### config.mk
export PLATFORM = sky130hd
export DESIGN_NAME = mbus_cycle_ctrl
export DESIGN_NICKNAME = d
export VERILOG_FILES = /design/src/rtl/mbus_pkg.sv /design/src/rtl/mbus_hold_sync.sv /design/src/rtl/mbus_lane_dec.sv /design/src/rtl/mbus_seq.sv /design/src/rtl/mbus_pins.sv /design/src/rtl/mbus_cycle_ctrl.sv
export SDC_FILE = /design/constraint.sdc
export NUM_CORES = 1
export LEC_CHECK = 0
export BUFFER_PORTS_ARGS = -buffer_cell sky130_fd_sc_hd__buf_4
export CORE_ASPECT_RATIO = 1.4
export CORE_UTILIZATION = 45
export DETAILED_ROUTE_END_ITERATION = 7
export PLACE_DENSITY_LB_ADDON = 0.15
export REMOVE_ABC_BUFFERS = 1
export SKIP_LAST_GASP = 1
export SYNTH_ARGS = -nofsm -noshare
export SYNTH_HDL_FRONTEND = slang
export SYNTH_SLANG_ARGS = --single-unit
### constraint.sdc
create_clock -name clk -period 2.9 [get_ports clk]
set_input_delay 0.29 -clock clk [delete_from_list [all_inputs] [get_ports clk]]
set_output_delay 0.29 -clock clk [all_outputs]
set_load 0.1 [all_outputs]
### src/rtl/mbus_pkg.sv
package mbus_pkg;

    localparam int DATA_W = 16;

    typedef enum logic [2:0] {
        ST_IDLE = 3'd0,
        ST_T1   = 3'd1,
        ST_T2   = 3'd2,
        ST_TW   = 3'd3,
        ST_T3   = 3'd4,
        ST_HOLD = 3'd5,
        ST_PRE  = 3'd6
    } bus_state_e;

    typedef struct packed {
        logic ube_n;
        logic lbe_n;
        logic a0;
    } lane_sel_t;

    localparam logic [1:0] SZ_BYTE = 2'd0;

    function automatic lane_sel_t lane_decode(input logic [1:0] size, input logic a0);
        lane_sel_t r;
        if (size == SZ_BYTE) begin
            r.ube_n = ~a0;
            r.lbe_n = a0;
            r.a0    = a0;
        end else begin
            r.ube_n = 1'b0;
            r.lbe_n = 1'b0;
            r.a0    = 1'b0;
        end
        return r;
    endfunction

    function automatic logic strobe_phase(input bus_state_e s);
        return (s == ST_T2) || (s == ST_TW);
    endfunction

    function automatic logic data_phase(input bus_state_e s);
        return (s == ST_T2) || (s == ST_TW) || (s == ST_T3);
    endfunction

    function automatic logic in_access(input bus_state_e s);
        return (s == ST_T1) || data_phase(s);
    endfunction

endpackage

### src/rtl/mbus_hold_sync.sv
module mbus_hold_sync #(
    parameter int STAGES = 2
) (
    input  logic clk,
    input  logic rst,
    input  logic async_n,
    output logic hold_o
);
    logic [STAGES-1:0] chain;

    always_ff @(posedge clk) begin
        if (rst) chain <= '1;
        else     chain <= {chain[STAGES-2:0], async_n};
    end

    assign hold_o = ~chain[STAGES-1];
endmodule

### src/rtl/mbus_lane_dec.sv
module mbus_lane_dec
    import mbus_pkg::*;
(
    input  logic [1:0] size,
    input  logic       a0,
    output lane_sel_t  lanes
);
    always_comb lanes = lane_decode(size, a0);
endmodule

### src/rtl/mbus_seq.sv
module mbus_seq
    import mbus_pkg::*;
#(
    parameter int ADDR_W = 24,
    parameter int WAIT_W = 4
) (
    input  logic              clk,
    input  logic              rst,
    input  logic              hold_s,
    input  logic              req_valid,
    input  logic [ADDR_W-1:1] req_addr_hi,
    input  lane_sel_t         req_lanes,
    input  logic              req_write,
    input  logic [DATA_W-1:0] req_wdata,
    input  logic [WAIT_W-1:0] req_waits,
    input  logic [DATA_W-1:0] ad_i,
    output logic              req_ready,
    output bus_state_e        state,
    output logic [ADDR_W-1:1] addr_q,
    output lane_sel_t         lanes_q,
    output logic              write_q,
    output logic [DATA_W-1:0] wdata_q,
    output logic [DATA_W-1:0] rd_data
);
    bus_state_e        nxt;
    logic [WAIT_W-1:0] wcnt;
    logic              accept;

    assign req_ready = ((state == ST_IDLE) || (state == ST_PRE) || (state == ST_T3)) && !hold_s;
    assign accept    = req_valid && req_ready;

    always_comb begin
        nxt = state;
        unique case (state)
            ST_IDLE, ST_PRE: begin
                if (hold_s)         nxt = ST_HOLD;
                else if (req_valid) nxt = ST_T1;
            end
            ST_T1:   nxt = ST_T2;
            ST_T2:   nxt = (wcnt == '0) ? ST_T3 : ST_TW;
            ST_TW:   nxt = (wcnt == WAIT_W'(1)) ? ST_T3 : ST_TW;
            ST_T3: begin
                if (hold_s)         nxt = ST_HOLD;
                else if (req_valid) nxt = ST_T1;
                else                nxt = ST_IDLE;
            end
            ST_HOLD: if (!hold_s) nxt = ST_PRE;
            default: nxt = ST_IDLE;
        endcase
    end

    always_ff @(posedge clk) begin
        if (rst) begin
            state   <= ST_IDLE;
            wcnt    <= '0;
            addr_q  <= '0;
            lanes_q <= '0;
            write_q <= 1'b0;
            wdata_q <= '0;
            rd_data <= '0;
        end else begin
            state <= nxt;
            if (accept) begin
                addr_q  <= req_addr_hi;
                lanes_q <= req_lanes;
                write_q <= req_write;
                wdata_q <= req_wdata;
                wcnt    <= req_waits;
            end else if (state == ST_TW) begin
                wcnt <= wcnt - WAIT_W'(1);
            end
            if (strobe_phase(state) && (nxt == ST_T3) && !write_q)
                rd_data <= ad_i;
        end
    end
endmodule

### src/rtl/mbus_pins.sv
module mbus_pins
    import mbus_pkg::*;
#(
    parameter int ADDR_W = 24,
    localparam int HI_W  = ADDR_W - 16
) (
    input  logic              clk,
    input  logic              rst,
    input  bus_state_e        state,
    input  logic [ADDR_W-1:1] addr_q,
    input  lane_sel_t         lanes_q,
    input  logic              write_q,
    input  logic [DATA_W-1:0] wdata_q,
    output logic [DATA_W-1:0] ad_o,
    output logic              ad_oe,
    output logic [HI_W-1:0]   addr_hi_o,
    output logic              ctrl_oe,
    output logic              astb_n,
    output logic              dstb_n,
    output logic              rw_o,
    output logic              uben_n,
    output logic              lben_n,
    output logic              wrl_n,
    output logic              hold_ack_n,
    output logic              done
);
    logic released;
    logic astb_q;

    assign released = (state == ST_HOLD);

    // address strobe runs on the falling edge: low from mid-T1 to mid-T3
    always_ff @(negedge clk) begin
        if (rst) astb_q <= 1'b1;
        else     astb_q <= !((state == ST_T1) || strobe_phase(state));
    end

    assign astb_n     = astb_q;
    assign dstb_n     = !strobe_phase(state);
    assign wrl_n      = !(strobe_phase(state) && write_q && !lanes_q.lbe_n);
    assign rw_o       = in_access(state) ? !write_q : 1'b1;
    assign uben_n     = lanes_q.ube_n;
    assign lben_n     = lanes_q.lbe_n;
    assign addr_hi_o  = addr_q[ADDR_W-1:16];
    assign ad_o       = data_phase(state) ? wdata_q : {addr_q[15:1], lanes_q.a0};
    assign ad_oe      = !released && !(data_phase(state) && !write_q);
    assign ctrl_oe    = !released;
    assign hold_ack_n = !released;
    assign done       = (state == ST_T3);
endmodule

### src/rtl/mbus_cycle_ctrl.sv
module mbus_cycle_ctrl
    import mbus_pkg::*;
#(
    parameter int ADDR_W = 24,
    parameter int WAIT_W = 4,
    parameter int SYNC_STAGES = 2
) (
    input  logic              clk,
    input  logic              rst,
    input  logic              req_valid,
    output logic              req_ready,
    input  logic [ADDR_W-1:0] req_addr,
    input  logic [1:0]        req_size,
    input  logic              req_write,
    input  logic [15:0]       req_wdata,
    input  logic [WAIT_W-1:0] req_waits,
    output logic [15:0]       rd_data,
    output logic              done,
    input  logic [15:0]       ad_i,
    output logic [15:0]       ad_o,
    output logic              ad_oe,
    output logic [ADDR_W-17:0] addr_hi_o,
    output logic              ctrl_oe,
    output logic              astb_n,
    output logic              dstb_n,
    output logic              rw_o,
    output logic              uben_n,
    output logic              lben_n,
    output logic              wrl_n,
    input  logic              hold_req_n,
    output logic              hold_ack_n
);
    logic              hold_s;
    lane_sel_t         req_lanes;
    lane_sel_t         lanes_q;
    bus_state_e        state;
    logic [ADDR_W-1:1] addr_q;
    logic              write_q;
    logic [DATA_W-1:0] wdata_q;

    mbus_hold_sync #(.STAGES(SYNC_STAGES)) u_sync (
        .clk(clk), .rst(rst), .async_n(hold_req_n), .hold_o(hold_s)
    );

    mbus_lane_dec u_dec (
        .size(req_size), .a0(req_addr[0]), .lanes(req_lanes)
    );

    mbus_seq #(.ADDR_W(ADDR_W), .WAIT_W(WAIT_W)) u_seq (
        .clk(clk), .rst(rst), .hold_s(hold_s),
        .req_valid(req_valid), .req_addr_hi(req_addr[ADDR_W-1:1]),
        .req_lanes(req_lanes), .req_write(req_write),
        .req_wdata(req_wdata), .req_waits(req_waits), .ad_i(ad_i),
        .req_ready(req_ready), .state(state), .addr_q(addr_q),
        .lanes_q(lanes_q), .write_q(write_q), .wdata_q(wdata_q),
        .rd_data(rd_data)
    );

    mbus_pins #(.ADDR_W(ADDR_W)) u_pins (
        .clk(clk), .rst(rst), .state(state), .addr_q(addr_q),
        .lanes_q(lanes_q), .write_q(write_q), .wdata_q(wdata_q),
        .ad_o(ad_o), .ad_oe(ad_oe), .addr_hi_o(addr_hi_o),
        .ctrl_oe(ctrl_oe), .astb_n(astb_n), .dstb_n(dstb_n),
        .rw_o(rw_o), .uben_n(uben_n), .lben_n(lben_n), .wrl_n(wrl_n),
        .hold_ack_n(hold_ack_n), .done(done)
    );
endmodule

* Yosys cells after proc, flatten, opt, wreduce, memory -nomap -nowiden
Cells that the tools add are included.
** Word-level totals
- Flip-flop bits (word level) :: 69
- Input port bits :: 67
- Output and inout port bits :: 51
- Logic and storage cells :: 60
** Cells by class
- $add $sub $neg :: 1
- Eq/ne operators :: 8
- Multiplexer cells :: 13
- Bitwise operators :: 1
- Reductions and logical operators :: 26
** Operators with widths (number)
- 2-to-1 mux 3 bit :: 7
- case mux 3 bit (6 select lines) :: 1
- 2-to-1 mux 16 bit :: 1
- == test 3 bit (second input constant) :: 4
- logical AND 1 bit :: 8
- 2-to-1 mux 4 bit :: 2
- zero test 1 bit :: 7
- == test 3 x 2 -> 1 bit (second input constant) :: 2
- logical OR 1 bit :: 6
- == test 4 x 1 -> 1 bit (second input constant) :: 1
- zero test 4 bit :: 1
- subtractor 4 x 1 -> 4 bit (second input constant) :: 1
- == test 3 x 1 -> 1 bit (second input constant) :: 1
- zero test 3 bit :: 1
- zero test 2 bit :: 1
- 2-to-1 mux 1 bit :: 2
- nonzero test 2 bit :: 1
- OR reduction 2 bit :: 1
- NOT 1 bit :: 1

* Depth between registers and ports, before layout
Gate-level depths: netlist of the first run.
- Depth in word-level cells :: 6
- Depth in mapped cells :: 10
- Mapped depth without buffers :: 7

* By module
From an unflattened synthesis of the first run, not the netlist that was laid out.
** Second synthesis, totals
- Cell total of the unflattened synthesis :: 371
- Area total of the unflattened synthesis :: 3221.8 µm²
** Modules (own cells, without submodules)
- mbus_seq :: instances 1, cells an instance 319, area an instance 2705.1 µm², sequential area each 1321.3 µm²
- mbus_pins :: instances 1, cells an instance 44, area an instance 430.4 µm², sequential area each 20.0 µm²
- mbus_hold_sync :: instances 1, cells an instance 5, area an instance 56.3 µm², sequential area each 40.0 µm²
- mbus_lane_dec :: instances 1, cells an instance 3, area an instance 30.0 µm², sequential area each 0.0 µm²

==> flow_metrics.py, run 1 <==
metrics = {
    "status": {
        "status": "complete, no violations",
    },
    "yosys": {
        "synth_top_family_by_area": "simple AND/OR/NAND/NOR gates",
        "yosys-top-cells-area": "dfxtp_1, nand2_1, a21oi_1",
        "yosysTopAreaCell": "dfxtp_1",
        "synth-simple-area-share": 0.2438,
        "synth_mux_area_frac": 0.1098,
        "postSynthCellCount": 364,
        "yosys.area_share.xor_xnor": 0.008478,
        "synth-edff-count": 0,
        "synth_most_common_cell": "nand2_1",
        "ys_seq_area_frac": 0.4392,
        "synthArstFlopShare": 0,
        "synth-compound-area-share": 0.1054,
        "synth_flop_cell": "dfxtp_1",
        "synth_cell_types": 39,
        "syn_area_sq_um": 3099,
        "synth_top_cell_area_share": 0.4392,
        "avgSynthCellArea_sq_um": 8.514,
        "synth_seq_cells": 68,
        "yosysWarningCount": 0,
        "synthAdderAreaFrac": 0.01615,
        "yosys-top-cells-count": "nand2_1, dfxtp_1, a21oi_1",
    },
    "cells_and_area": {
        "area_delta_synth_final_pct": 34.68,
        "nets": 535,
        "finish.utilization": 0.6312,
        "drive_gt1_frac": 0.3070,
        "diodes": 0,
    },
    "setup_path": {
        "required_ps": 2610,
        "r2r-start": "u_seq.state[1]$_SDFF_PP0_",
        "path_cells": "buf_4",
        "path_buf_inv": 1,
        "regToRegEndpoint": "u_pins.astb_n$_SDFF_NP1_",
        "critPathKind": "flop to output port",
        "critPathMaxStageDelay_ps": 300,
        "path_max_fanout": 1,
        "arrival_ps": 2410,
        "cp_top_family": "flip-flops",
        "regToRegSetupSlack_ps": 250,
        "worst-r2r-cell-count": 3,
        "startpoint": "u_pins.astb_n$_SDFF_NP1_",
        "endpoint_kind": "output port",
        "worstSetupEndpoint": "astb_n",
        "startpoint_type": "flop",
        "slowest_stage": "dfxtp_1",
        "path_depth": 1,
    },
    "routing": {
        "routed.top_layer": "met4",
        "antenna_left": 0,
        "routed_wirelength_um": 7159,
        "wl_per_cell_um": 12.76,
        "remaining_drc_errors": 0,
        "m1WireLength_um": 2796,
        "dr_wl_met3_um": 380,
        "drt_pre_antenna_iters": 4,
        "drt_iter0_markers": 112,
        "routed-via-count": 2736,
        "wl_met2_um": 3836,
        "vias_per_cell": 4.877,
    },
    "clocking": {
        "cts_made_buffers": 9,
        "htreeDepth": 3,
        "clkTransAtPathRegs_ps": 70,
        "cts.path.max_buffers": 2,
        "clkLatencyLatePin_ps": 380,
        "cts_resized": 0,
        "cts_hold_buf": 0,
        "numClockSinks": 68,
        "postCtsSetupBuffers": 0,
        "tritoncts": "yes",
        "cts-root-buf": "clkbuf_8",
    },
    "power": {
        "power_density_nw_per_um2": 944.0,
        "p_leak_nw": 1.807,
        "irDropWorstVdd_mv": 0.4225,
    },
    "die": {
        "initial_core_util": 0.4687,
        "core_area_sq_um": 6613,
        "die_w_um": 72.14,
        "die_y_um": 100.2,
        "std_cell_rows": 35,
        "die_area_sq_um": 7228,
        "ioPinCount": 118,
    },
    "global_routing": {
        "antenna_found_initial": 0,
        "grt-ovfl-total": 0,
        "grt_max_degree": 82,
        "grt_pass1_vias": 2630,
        "grt_first_pass_wirelength_um": 11680,
        "grt.total_usage": 0.2093,
    },
    "timing": {
        "rsz0062_at_grt": "no",
        "hold_viol_final": 0,
        "drv_slew": 0,
        "setup-violations-final": 0,
        "worst_pin_slew_ps": 720.1,
        "postLayoutSetupSlackWorst_ps": 199.6,
        "finalSetupTns_ps": 0,
        "fin_skew_ps": 41.28,
        "slew-limit-headroom": 0.5199,
    },
    "placed_design": {
        "gp_congestion": 0.8444,
        "port_buffers": 117,
        "dp_slack_ps": 245.2,
        "dp_hpwl_um": 5095,
    },
    "hold_path": {
        "hold_depth": 2,
        "holdCritPathClass": "input pin to flop",
    },
    "flow_run": {
        "cap_violations": 0,
    },
}
-- registers in the layout, summed over array words and instances (netlist names), 2 cells and up --
register / count
u_seq.lanes_q: 2
u_seq.state: 3
u_seq.addr_q: 23
u_seq.rd_data: 16
u_sync.chain: 2
u_seq.wdata_q: 16
u_seq.wcnt: 4
-- layout make-up --
class / count / area [sq um]
multi-input cells: 255 / 1499
well taps: 92 / 115.1
inverters: 6 / 22.52
clock inverters: 7 / 115.1
repair buffers: 123 / 923.4
fillers: 621 / 2439
clock buffers: 10 / 137.6
flip-flops and latches: 68 / 1361
-- cells in the final DEF (no fill, tap or decap), types with 2 or more instances in the layout --
master	count
buf_4	123
nand2_1	87
dfxtp_1	68
a21oi_1	50
nand2b_1	33
mux2_1	16
mux2i_1	16
nor2_1	10
clkbuf_8	10
inv_1	7
nand3_1	5
or2_1	4
ha_1	4
nand3b_1	3
bufinv_16	3
nor2b_1	2
xnor2_1	2
o21ai_1	2
o21ai_0	2
a211oi_1	2
a32oi_1	2
-- cells by family after synthesis --
logic type | after synthesis
and+or+nand+nor | 155
DFF | 68
AOI/OAI and AO/OA | 61
buffers and inverters | 41
muxes | 32
adders and majority gates | 4
xor gates and xnor gates | 3
-- metal layers --
layer	track usage	up-vias
met1	0.2198	1267
met2	0.3688	71
met3	0.07229	11
li1	-	1387
met4	0.09804	0
met5	0	-
-- per-stage QoR --
stage	instance area [sq um]	cells	power, mW	hold WS, ps
floorplan	2887	330	2.551	359.1
global placement	3925	545	2.985	392.6
detailed placement	3925	545	3.008	398.5
CTS	4174	561	3.980	104.6
global route	4174	561	4.132	97.50
finish	4174	561	3.940	117.9
-- power by group --
| part | switching, mW | internal, mW |
|---|---|---|
| clock network | 0.374 | 0.596 |
| registers | 0.102 | 1.07 |
| logic | 1.32 | 0.478 |
-- worst min-delay path by stage --
stage                                     startpoint                       endpoint
final                                     hold_req_n     u_sync.chain[0]$_SDFF_PP1_
after detailed placement  u_sync.chain[0]$_SDFF_PP1_     u_sync.chain[1]$_SDFF_PP1_
after global placement    u_sync.chain[0]$_SDFF_PP1_     u_sync.chain[1]$_SDFF_PP1_
after CTS                                 hold_req_n     u_sync.chain[0]$_SDFF_PP1_
after floorplan                                  rst  u_seq.addr_q[10]$_SDFFE_PP0P_
after global routing                      hold_req_n     u_sync.chain[0]$_SDFF_PP1_
(Power assumes the default switching activity.)
==> run 2, diff against run 1 <==
--- a/config.mk
+++ b/config.mk
@@ -5,6 +5,7 @@
 export SDC_FILE = /design/constraint.sdc
 export NUM_CORES = 1
 export LEC_CHECK = 0
+export ABC_AREA = 1
 export BUFFER_PORTS_ARGS = -buffer_cell sky130_fd_sc_hd__buf_4
 export CORE_ASPECT_RATIO = 1.4
 export CORE_UTILIZATION = 45
@@ -14,4 +15,6 @@
 export SKIP_LAST_GASP = 1
 export SYNTH_ARGS = -nofsm -noshare
 export SYNTH_HDL_FRONTEND = slang
+export SYNTH_HIERARCHICAL = 1
 export SYNTH_SLANG_ARGS = --single-unit
+export TNS_END_PERCENT = 50
==> run 2 against run 1 <==
Compared with the run above: first-iteration DRC count grew 25%; highest routed layer unchanged; flip-flop and latch count up 1; cell area grew 6.1%; largest power group unchanged; worst hold slack improved by 24 ps; critical endpoint unchanged; non-clock buffer count down 2.
==> flow_metrics.py, run 2 <==
metrics = {
    "status": {
        "status": "complete, no violations",
    },
    "cells_and_area": {
        "diodes": 0,
        "area_delta_synth_final_pct": 27.96,
        "multi_input_area_sq_um": 1466,
        "layout_common_cells": "buf_4, inv_1, dfxtp_1",
        "nFillCells": 720,
        "nets": 635,
        "drive_gt1_frac": 0.2970,
        "stdcell_area_sq_um": 4427,
        "final_common_cell": "buf_4",
        "largest_reg_flops": 23,
        "top_regs": "u_seq/addr_q (23), u_seq/rd_data (16), u_seq/wdata_q (16)",
        "seq_area_sq_um": 1381,
        "largest-register": "u_seq/addr_q",
        "instances_no_fill": 666,
    },
    "die": {
        "die_area_sq_um": 8048,
        "initial_core_util": 0.4671,
        "die_y_um": 105.7,
        "die_w_um": 76.11,
        "std_cell_rows": 37,
        "ioPinCount": 118,
        "core_area_sq_um": 7407,
    },
    "yosys": {
        "avgSynthCellArea_sq_um": 7.345,
        "yosys.area_share.xor_xnor": 0.002532,
        "synth_flop_cell": "dfxtp_1",
        "synthAdderAreaFrac": 0.01085,
        "syn_area_sq_um": 3460,
        "synth-compound-area-share": 0.1765,
        "synth_mux_area_frac": 0,
        "yosys-top-cells-area": "dfxtp_1, inv_1, a21oi_1",
        "yosys-top-cells-count": "inv_1, dfxtp_1, nand2_1",
        "synth_cell_types": 33,
        "synth_top_cell_area_share": 0.3993,
        "postSynthCellCount": 471,
        "synth_most_common_cell": "inv_1",
        "yosysWarningCount": 6,
        "ys_seq_area_frac": 0.3993,
        "synth-edff-count": 0,
        "synth_top_family_by_area": "simple AND/OR/NAND/NOR gates",
        "yosysTopAreaCell": "dfxtp_1",
        "synthArstFlopShare": 0,
        "synth-simple-area-share": 0.2340,
        "synth_seq_cells": 69,
    },
    "global_routing": {
        "antenna_found_initial": 0,
        "grt-ovfl-total": 0,
        "grt_first_pass_wirelength_um": 12130,
        "grt_pass1_vias": 2746,
        "grt_max_degree": 85,
        "grt.total_usage": 0.1875,
    },
    "setup_path": {
        "slowest_stage": "dfxtp_1",
        "critPathMaxStageDelay_ps": 310,
        "cp_top_family": "flip-flops",
        "startpoint_type": "flop",
        "path_max_fanout": 1,
        "critPathKind": "flop to output port",
        "required_ps": 2610,
        "endpoint_kind": "output port",
        "path_buf_inv": 1,
        "startpoint": "u_pins/astb_n$_SDFF_NP1_",
        "arrival_ps": 2410,
        "path_cells": "buf_4",
        "r2r-start": "u_seq/state[1]$_SDFF_PP0_",
    },
    "placed_design": {
        "gp_congestion": 0.7888,
        "port_buffers": 117,
        "placed_area_sq_um": 4228,
        "dpl.cell_count": 651,
        "dp_hpwl_um": 4975,
    },
    "hold_path": {
        "worstHoldStart": "hold_req_n",
        "holdCritPathClass": "input pin to flop",
    },
    "clocking": {
        "htreeDepth": 3,
        "numClockSinks": 69,
        "clkLatencyLatePin_ps": 360,
        "clkTransAtPathRegs_ps": 60,
        "cts_hold_buf": 0,
        "cts-root-buf": "clkbuf_8",
        "cts.path.max_buffers": 2,
        "cts_resized": 0,
        "cts_made_buffers": 9,
        "postCtsSetupBuffers": 0,
        "tritoncts": "yes",
    },
    "routing": {
        "vias_per_cell": 4.664,
        "routed_wirelength_um": 7223,
        "antenna_left": 0,
        "wl_per_cell_um": 10.85,
        "remaining_drc_errors": 0,
        "drt_pre_antenna_iters": 4,
        "routed-via-count": 3106,
        "drt_iter0_markers": 140,
    },
    "timing": {
        "rsz0062_at_grt": "no",
        "worst_pin_slew_ps": 448.6,
        "drv_slew": 0,
        "slew-limit-headroom": 0.7005,
        "holdWs_ps": 141.6,
        "setup-violations-final": 0,
        "finalSetupTns_ps": 0,
        "hold_viol_final": 0,
        "fin_skew_ps": 33.20,
    },
    "power": {
        "power_density_nw_per_um2": 761.1,
        "p_leak_nw": 2.147,
        "irDropWorstVdd_mv": 0.4810,
    },
    "flow_run": {
        "cap_violations": 0,
    },
}
run 2: cell count changes in the layout (fill, tap and decap cells not counted), moves of 23 or more:
cell,before,now
inv_1,7,83
nand2b_1,33,0
o21ai_0,2,33
nand3_1,5,30
nor2_1,10,35
nand2_1,87,64
run 2: path summary, 6_finish.rpt:
kind / to / slack, ps / depth (start not counted)
setup reg to reg: u_pins/astb_n$_SDFF_NP1_ / 520 / 3
setup / recovery: astb_n / 200 / 1
hold / removal: u_sync/chain[0]$_SDFF_PP1_ / 140 / 3
hold reg to reg: u_sync/chain[1]$_SDFF_PP1_ / 420 / 2
run 2: kinds of logic (layout without fill, tap and decap cells):
group / count (synthesis) / count (layout)
AO/OA/AOI/OAI: 114 / 114
buffers and inverters: 124 / 222
XOR/XNOR: 1 / 1
flip-flops: 69 / 69
adder cells (fa/ha/maj): 3 / 3
AND/OR/NAND/NOR: 160 / 160
run 2: worst min-delay path, delay by kind of cell:
family | cells | cell delay [ps]
buffers and inverters | 2 | 110
AND/OR/NAND/NOR | 1 | 50
run 2: per-stage QoR:
step | setup WS (ps) | power (mW) | util
5_1_grt | 150.6 | 3.555 | 0.5976
4_1_cts | 174.0 | 3.409 | 0.5976
3_3_place_gp | 516.0 | 2.608 | 0.5708
2_1_floorplan | -883.1 | 2.280 | -
6_report | 200.2 | 3.369 | 0.5976
3_5_place_dp | 504.9 | 2.622 | 0.5708
run 2: area by class of cell:
type | count | share of cell area
Timing Repair Buffer | 121 | 0.2109
Multi-Input combinational cell | 278 | 0.3313
Tap cell | 97 | 0.02742
Clock buffer | 11 | 0.03420
Inverter | 85 | 0.07264
Sequential cell | 69 | 0.3120
Clock inverter | 5 | 0.01159
run 2: power breakdown:
| group | leakage (nW) | internal [mW] | switching, mW |
|---|---|---|---|
| clock | 0.103 | 0.437 | 0.343 |
| sequential | 0.568 | 1.07 | 0.0765 |
| combinational | 1.48 | 0.348 | 1.10 |
run 2: routing by layer:
layer  vias to the layer above  GRT usage  part of all wire
met5                         -          0                 0
met1                      1355     0.2077              0.43
met2                        84     0.3344              0.50
met3                         9    0.05195             0.055
met4                         0    0.07830             0.013
li1                       1658          -                 -
==> run 3, diff against run 2 <==
==> constraint.sdc (replaced) <==
create_clock -name clk -period 2.9 [get_ports clk]
set_input_delay 0.58 -clock clk [delete_from_list [all_inputs] [get_ports clk]]
set_output_delay 0.58 -clock clk [all_outputs]
set_load 0.1 [all_outputs]
==> run 3 against run 2 <==
Compared with the run above: the run now ends with negative setup slack left; core utilization increased by 0.81 points; die area unchanged; clock power increased by 27%; worst hold slack improved by 270 ps; wire length increased by 0.76%; clock-buffer cell count unchanged; worst setup slack got worse by 200 ps; register-to-register slack got worse by 20 ps; combinational power about the same; sequential share of layout area decreased by 0.39 points; non-clock buffer count unchanged; cell count increased by 0.15%; largest cell class unchanged.
==> flow_metrics.py, run 3 (same netlist as run 2, synthesis figures left out) <==
metrics = {
    "timing": {
        "fin_skew_ps": 43.43,
        "worst_pin_slew_ps": 471.9,
        "drv_slew": 0,
        "holdWs_ps": 414.1,
        "rsz0062_at_grt": "yes",
        "setup-violations-final": 1,
        "slew-limit-headroom": 0.6850,
        "finalSetupTns_ps": -4.165,
        "hold_viol_final": 0,
        "postLayoutSetupSlackWorst_ps": -4.165,
    },
    "status": {
        "status": "finished with violations",
        "violations": "negative setup slack",
    },
    "die": {
        "std_cell_rows": 37,
        "core_area_sq_um": 7407,
        "ioPinCount": 118,
        "die_area_sq_um": 8048,
        "initial_core_util": 0.4671,
        "die_y_um": 105.7,
        "die_w_um": 76.11,
    },
    "hold_path": {
        "holdCritPathClass": "flop to flop",
        "worstHoldStart": "u_sync/chain[0]$_SDFF_PP1_",
    },
    "routing": {
        "remaining_drc_errors": 0,
        "vias_per_cell": 4.718,
        "wl_per_cell_um": 10.91,
        "drt_iter0_markers": 234,
        "routed-via-count": 3147,
        "antenna_left": 0,
        "drt_pre_antenna_iters": 4,
        "routed_wirelength_um": 7278,
    },
    "clocking": {
        "numClockSinks": 69,
        "clkTransAtPathRegs_ps": 80,
        "clkLatencyLatePin_ps": 370,
        "tritoncts": "yes",
        "cts_hold_buf": 0,
        "htreeDepth": 3,
        "cts.path.max_buffers": 2,
        "postCtsSetupBuffers": 0,
        "cts_made_buffers": 9,
        "cts-root-buf": "clkbuf_8",
    },
    "flow_run": {
        "cap_violations": 0,
    },
    "global_routing": {
        "grt_first_pass_wirelength_um": 12590,
        "grt-ovfl-total": 0,
        "grt_pass1_vias": 2945,
        "grt.total_usage": 0.1921,
        "grt_max_degree": 87,
        "antenna_found_initial": 0,
    },
    "setup_path": {
        "startpoint": "u_pins/astb_n$_SDFF_NP1_",
        "endpoint_kind": "output port",
        "slowest_stage": "dfxtp_2",
        "critPathKind": "flop to output port",
        "path_cells": "buf_12",
        "path_max_fanout": 1,
        "arrival_ps": 2320,
        "r2r-start": "u_seq/state[1]$_SDFF_PP0_",
        "critPathMaxStageDelay_ps": 330,
        "required_ps": 2320,
        "cp_top_family": "flip-flops",
        "startpoint_type": "flop",
        "path_buf_inv": 1,
    },
    "cells_and_area": {
        "area_delta_synth_final_pct": 29.69,
        "largest-register": "u_seq/addr_q",
        "seq_area_sq_um": 1383,
        "finish.utilization": 0.6057,
        "nets": 635,
        "drive_gt1_frac": 0.3000,
        "nFillCells": 695,
        "diodes": 0,
        "multi_input_area_sq_um": 1466,
        "largest_reg_flops": 23,
        "stdcell_area_sq_um": 4487,
        "top_regs": "u_seq/addr_q (23), u_seq/rd_data (16), u_seq/wdata_q (16)",
        "instances_no_fill": 667,
        "final_common_cell": "buf_4",
        "layout_common_cells": "buf_4, inv_1, dfxtp_1",
    },
    "placed_design": {
        "dp_slack_ps": 293.5,
        "placed_area_sq_um": 4215,
        "dp_hpwl_um": 5011,
        "dpl.cell_count": 651,
        "port_buffers": 117,
        "gp_congestion": 0.7852,
    },
    "power": {
        "p_leak_nw": 2.176,
        "irDropWorstVdd_mv": 0.5829,
        "power_density_nw_per_um2": 798.6,
        "total_power_mw": 3.583,
    },
}
run 3: cell types whose count changed in the layout (fill, tap and decap cells not counted), sizes merged:
cell and change:
bufinv +2, clkinvlp -1
run 3: power by group:
| part | leakage, nW | internal [mW] | total [mW] | switching [mW] |
|---|---|---|---|---|
| clock | 0.131 | 0.622 | 0.989 | 0.367 |
| combinational | 1.48 | 0.351 | 1.45 | 1.10 |
| sequential | 0.568 | 1.07 | 1.14 | 0.0789 |
| total | 2.18 | 2.04 | 3.58 | 1.54 |
run 3: worst paths after layout:
| kind | to | slack [ps] | cells after the start |
|---|---|---|---|
| hold / removal | u_sync/chain[1]$_SDFF_PP1_ | 410 | 2 |
| hold reg to reg | u_sync/chain[1]$_SDFF_PP1_ | 410 | 2 |
| setup reg to reg | u_pins/astb_n$_SDFF_NP1_ | 500 | 3 |
| setup / recovery | astb_n | -4 | 1 |
run 3: area by class of cell:
type                            instances  share of cell area
Clock buffer                           11             0.03374
Clock inverter                          6             0.02454
Inverter                               85             0.07167
Multi-Input combinational cell        278              0.3268
Sequential cell                        69              0.3081
Tap cell                               97             0.02705
Timing Repair Buffer                  121              0.2080
run 3: worst reg2reg max path, delay by kind of cell, from the launching register on:
kind	cells	cell delay [ps]
flip-flops	1	600
AND/OR/NAND/NOR	3	260
run 3: timing repair:
action | CTS | global route
endpoints found under the hold margin | 0 | 0
gates cloned | 0 | 0
gates resized for setup | 4 | 0
setup endpoints to repair | 1 | 1
run 3: routing by layer:
metal  vias up  GRT usage  share of wire
met4         0    0.08242          0.016
met3        11    0.03636          0.048
met1      1394     0.2063           0.43
met2        81     0.3623           0.51
li1       1661          -              -
met5         -          0              0
